$ cat config.mk
export PLATFORM = sky130hd
export DESIGN_NAME = led_blink_ctrl
export DESIGN_NICKNAME = d
export VERILOG_FILES = /design/src/rtl/led_blink_ctrl.sv
export SDC_FILE = /design/constraint.sdc
export NUM_CORES = 1
export LEC_CHECK = 0
export BUFFER_PORTS_ARGS = -buffer_cell sky130_fd_sc_hd__buf_2
export CAP_MARGIN = 10
export CORE_AREA = 2 2 47 49
export CTS_CLUSTER_DIAMETER = 30
export CTS_CLUSTER_SIZE = 8
export DETAILED_ROUTE_END_ITERATION = 10
export DIE_AREA = 0 0 49 51
export PLACE_DENSITY_LB_ADDON = 0.05
export SYNTH_ARGS = -nofsm -noshare
export SYNTH_HDL_FRONTEND = slang
export SYNTH_SLANG_ARGS = --single-unit
export TNS_END_PERCENT = 5
$ cat constraint.sdc
create_clock -name clk -period 5.81 [get_ports clk]
set_clock_uncertainty 0.05 [all_clocks]
set_input_delay 1.162 -clock clk [delete_from_list [all_inputs] [get_ports clk]]
set_output_delay 1.162 -clock clk [all_outputs]
set_load 0.01 [all_outputs]
$ cat src/rtl/led_blink_ctrl.sv
module led_blink_ctrl #(
  parameter int CNT_W       = 11,
  parameter int PERIOD_STEP = 500,
  parameter int ON_BASE     = 20,
  parameter int ON_STEP     = 10
) (
  input  logic       clk,
  input  logic       rst,
  input  logic       ms_tick,
  input  logic       wr_en,
  input  logic [7:0] wr_data,
  output logic       led,
  output logic       err_clr
);

  logic [1:0]       func_q, per_q, on_q;
  logic [CNT_W-1:0] cnt_q, period_ms, on_ms;
  logic             blink;

  assign period_ms = CNT_W'(PERIOD_STEP * (32'(per_q) + 1));
  assign on_ms     = CNT_W'(ON_BASE + ON_STEP * 32'(on_q));
  assign blink     = func_q[0];
  assign led       = (func_q == 2'b10) || (blink && (cnt_q < on_ms));

  always_ff @(posedge clk) begin
    if (rst) begin
      func_q  <= 2'b00;
      per_q   <= 2'b01;
      on_q    <= 2'b00;
      err_clr <= 1'b0;
    end else begin
      err_clr <= wr_en && wr_data[4];
      if (wr_en) begin
        func_q <= wr_data[7:6];
        per_q  <= wr_data[3:2];
        on_q   <= wr_data[1:0];
      end
    end
  end

  always_ff @(posedge clk) begin
    if (rst || wr_en || !blink)
      cnt_q <= '0;
    else if (ms_tick)
      cnt_q <= (cnt_q == period_ms - 1'b1) ? '0 : cnt_q + 1'b1;
  end

  AST_CNT_IN_PERIOD: assert property (@(posedge clk) disable iff (rst)
    cnt_q < period_ms);
  AST_NO_TICK_HOLD: assert property (@(posedge clk) disable iff (rst)
    (!ms_tick && !wr_en) |=> $stable(cnt_q) && $stable(led));
  AST_CLR_CAUSE: assert property (@(posedge clk) disable iff (rst)
    err_clr |-> $past(wr_en && wr_data[4]));
  AST_CLR_NOT_B5: assert property (@(posedge clk) disable iff (rst)
    (wr_en && wr_data[5] && !wr_data[4]) |=> !err_clr);
  AST_BLINK_RESTART: assert property (@(posedge clk) disable iff (rst)
    (wr_en && wr_data[6]) |=> led);
  AST_FORCED_LOW: assert property (@(posedge clk) disable iff (rst)
    (wr_en && wr_data[7:6] == 2'b00) |=> !led);
  AST_FORCED_HIGH: assert property (@(posedge clk) disable iff (rst)
    (wr_en && wr_data[7:6] == 2'b10) |=> led);

endmodule

==> results.txt <==
- Hold repair after CTS inserted 0 buffers.
- The wire-length estimate of the detail-placed layout is 1.58 mm.
- At the end of routability-driven placement, the weighted congestion stood at 0.813.
- Worst path most repeated cell: sky130_fd_sc_hd__ha_1
- CTS built an H-tree with a depth of 1.
- Global routing consumed, over all layers together, 17.9% of the routing resources.
* Total via count in the routed design: 933
* Post-Route Setup TNS: 0 ns
- Latest clock arrival within the worst-skew pair: 0.28 ns
- The first routing iteration left 14 violations.
* Complex-gate fraction of the synthesized area: 12.5%
- Setup Viol. Count Final: 0
- Hold Fails Final Rpt: 0
- Clock root buffer: sky130_fd_sc_hd__clkbuf_4
- After Yosys synthesis, XOR and XNOR cells account for 8.58% of the synthesized area.
* Tightest Pin Transition: 0.435 ns
- In this run the worst path has a maximum fanout of 3.
- Final routed DRC violation total: 0
* Yosys Warn Count: 0
- Maximum number of pins on one net before global-route repair: 11
- Number of clock buffers inserted by TritonCTS: 3
- The number of gates resized after CTS was 0.
* Worst-case headroom to the max-slew limit: 70.8%
- The startpoint identified for the worst hold timing path is func_q[1]$_SDFFE_PP0P_.
- Summing the areas of all and, or, nand and nor instances in the mapped netlist gives 24.6% of the synthesized area.
- Data on the critical path arrives at its endpoint at 1.90 ns.
- Io pins: 14
* Number of synthesized register bits: 18
- First-pass GRT wire length: 3.53 mm
- Share of post-route cells with drive strength above 1: 14.4%
- Post-Synthesis Cell Area: 1120 µm²
- In this run the static leakage power is 0.559 nW.
- Multiplexer share of the synthesized area: 5.35%
- VDD sags by at most 0.112 mV.
- Data on the critical path is required at its endpoint by 4.60 ns.
- Vert. Die Dim: 51 µm
- Via count of the first global-routing pass: 835
- Sequence of cells on the critical path: inv_1 -> ha_1 -> ha_1 -> a21oi_1 -> nor2b_1 -> o21ai_0 -> a41o_1 -> buf_2
- 0 antenna diodes ended up in the layout.
* Share of the yosys chip area belonging to registers: 32.1%
- The clock period could shrink to 3.11 ns.
- Final wirelength: 1.99 mm
- Max-cap violations: 0
- Maximum root-to-sink buffer count: 2
* Setup slack of the most critical reg-to-reg path: 2.97 ns
- Core area: 2060 µm²
- Terminating pin of the worst hold path: func_q[1]$_SDFFE_PP0P_
- Counting every instance in the synthesized netlist gives 132.
- The number of pins exceeding their max-slew limit in the final report was 0.
- Dividing the detail-routed wire length by the instance count gives 11.5 µm.
- In this run the power density over the cells is 188 nW/µm².
* # clock sinks: 18
- The die covers 2500 µm².
- Die W: 49 µm
- The worst path uses 53.6% of the clock period.
* Critical Setup Path Class: flop to output pin
- DR pass1 iterations: 4
- Number of nets in the layout: 171
- The number of antenna violations at the first check in global routing came to 0.
* PnR Total Power: 234 µW
* Buffers inserted by post-CTS timing repair: 0
- Synthesis-to-finish area growth: 10.9%
- Launch instance of the worst register-to-register path: per_q[0]$_SDFFE_PP1P_
- Once the floorplan was initialized, standard cells occupied 54.4% of the core.
- The layout has 199 filler cells.
- In this run the remaining antenna-violating nets after routing total 0.
- Total grt overflow: 0
* CTS tree: yes
* Post-synthesis share of cell area spent on full adders, half adders and majority gates: 13.4%
* Clock transition time at the flip-flop clock pins of the worst setup and hold paths: 0.10 ns
- Counting cells, the worst reg-to-reg path comes to 10.
* Count of standard-cell rows: 17
* Average vias per placed instance: 5.36
- On the worst path, the slowest cell contributes a delay of 0.37 ns.
- By area, the combinational part of the netlist is dominated by simple AND/OR/NAND/NOR gates.
- On the critical path, the stage with the largest delay is an instance of sky130_fd_sc_hd__dfxtp_1.
* Number of cells on the worst hold path: 2
- The run finished with clean final reports.
* Worst Hold Class: flop to flop
- Port Buf Inserts: 12
- Critical register-to-register path endpoint: cnt_q[5]$_SDFFE_PP0P_
* Avg Cell Area, Syn: 8.50 µm²
* Post-synthesis net count: 156
- Setup repair after global routing missed its margin: no
* Element type at the critical path start: flop
- After synthesis, the netlist uses 33 different library cells.
- Static timing analysis puts the maximum clock frequency at 321 MHz.
* Type of element capturing the critical path: output pin
-- critical path: cells and delay by family, from the launching register on --
kind	cells	cell delay (ns)
adder cells (fa/ha/maj)	2	0.54
AO/OA/AOI/OAI	3	0.48
flip-flops	1	0.37
buffers and inverters	2	0.17
AND/OR/NAND/NOR	1	0.05
-- sequential cells by signal, indices dropped and copies added, names as in the netlist --
name and cells:
cnt_q 11, on_q 2, err_clr 1, per_q 2, func_q 2
-- worst max-delay path by stage --
stage / slack [ns] / cells after the start / endpoint / startpoint
final: 2.70 / 8 / led / on_q[0]$_SDFFE_PP0P_
after global routing: 2.51 / 7 / led / cnt_q[2]$_SDFFE_PP0P_
after CTS: 2.67 / 8 / led / on_q[0]$_SDFFE_PP0P_
after detailed placement: 2.96 / 10 / cnt_q[5]$_SDFFE_PP0P_ / per_q[0]$_SDFFE_PP1P_
after global placement: 3.02 / 10 / cnt_q[6]$_SDFFE_PP0P_ / per_q[0]$_SDFFE_PP1P_
after floorplan: 3.20 / 7 / led / on_q[0]$_SDFFE_PP0P_
-- kinds of logic (layout without fill, tap and decap cells) --
group,Yosys count,count (layout)
simple gates,54,54
mux,6,6
buf+inv,10,24
compound gates,21,21
flops,18,18
xor+xnor,11,11
fa+ha+maj,12,12
-- metrics by stage --
| stage | area (µm²) | worst slack, ns | utilization [%] | hold WS, ns | instances |
|---|---|---|---|---|---|
| 2_1_floorplan | 1120 | 3.20 | - | 0.402 | 132 |
| 3_3_place_gp | 1210 | 3.02 | 58.6 | 0.425 | 170 |
| 3_5_place_dp | 1210 | 2.96 | 58.6 | 0.430 | 170 |
| 4_1_cts | 1240 | 2.67 | 60.3 | 0.454 | 174 |
| 5_1_grt | 1240 | 2.51 | 60.3 | 0.501 | 174 |
| 6_report | 1240 | 2.70 | 60.3 | 0.446 | 174 |
-- synth_stat cells (all sizes together) --
cell type / n / area share [%]
a211oi: 1 / 0.67
xnor2: 2 / 1.6
clkbuf: 2 / 0.78
a41o: 1 / 0.89
inv: 8 / 2.7
nor2b: 2 / 1.1
dfxtp: 18 / 32
nor4: 1 / 0.56
nand2b: 1 / 0.56
ha: 12 / 13
a21oi: 7 / 3.1
nand3: 5 / 2.2
a31oi: 2 / 1.1
and3: 5 / 2.9
o21bai: 1 / 1.7
o31ai: 1 / 0.67
o21ai: 5 / 2.2
nand3b: 3 / 2.0
a21o: 1 / 0.67
mux2i: 6 / 5.4
o211ai: 1 / 0.67
nand2: 10 / 3.3
nand4: 4 / 2.8
nor2: 18 / 6.0
xor2: 9 / 7.0
o221ai: 1 / 0.78
and2b: 1 / 0.78
and2: 1 / 0.56
nor3: 3 / 1.8
-- report_power, final --
group | total [mW] | internal, mW | switching, mW
Combinational | 0.0304 | 0.0144 | 0.0160
Clock | 0.0746 | 0.0381 | 0.0365
Sequential | 0.129 | 0.126 | 0.00323
Total | 0.234 | 0.179 | 0.0557
-- layout by cell type (no fill, tap or decap), drive strengths merged, types with 4 or more instances in the layout --
master / synthesis / layout
nand4: 4 / 4
nand2: 10 / 10
o21ai: 5 / 5
buf: 0 / 12
nor2: 18 / 18
and3: 5 / 5
clkbuf: 2 / 4
mux2i: 6 / 6
xor2: 9 / 9
inv: 8 / 8
ha: 12 / 12
nand3: 5 / 5
dfxtp: 18 / 18
a21oi: 7 / 7
-- area by class of cell --
| cell class | count | area, µm² | area share, % |
|---|---|---|---|
| Clock buffer | 4 | 36.3 | 2.91 |
| Timing Repair Buffer | 12 | 60.1 | 4.82 |
| Tap cell | 28 | 35.0 | 2.81 |
| Inverter | 8 | 30.0 | 2.41 |
| Sequential cell | 18 | 360 | 28.9 |
| Multi-Input combinational cell | 104 | 723 | 58.1 |
-- layer usage --
layer	global-route usage, %	share of wire (%)	wire, µm	vias to the layer above
li1	-	-	-	490
met1	24.1	49	980	422
met2	30.4	46	923	19
met3	1.75	3.7	73	2
met4	5.71	0.85	17	0
met5	0	0	0	-
Power figures use the tool's default switching activity.
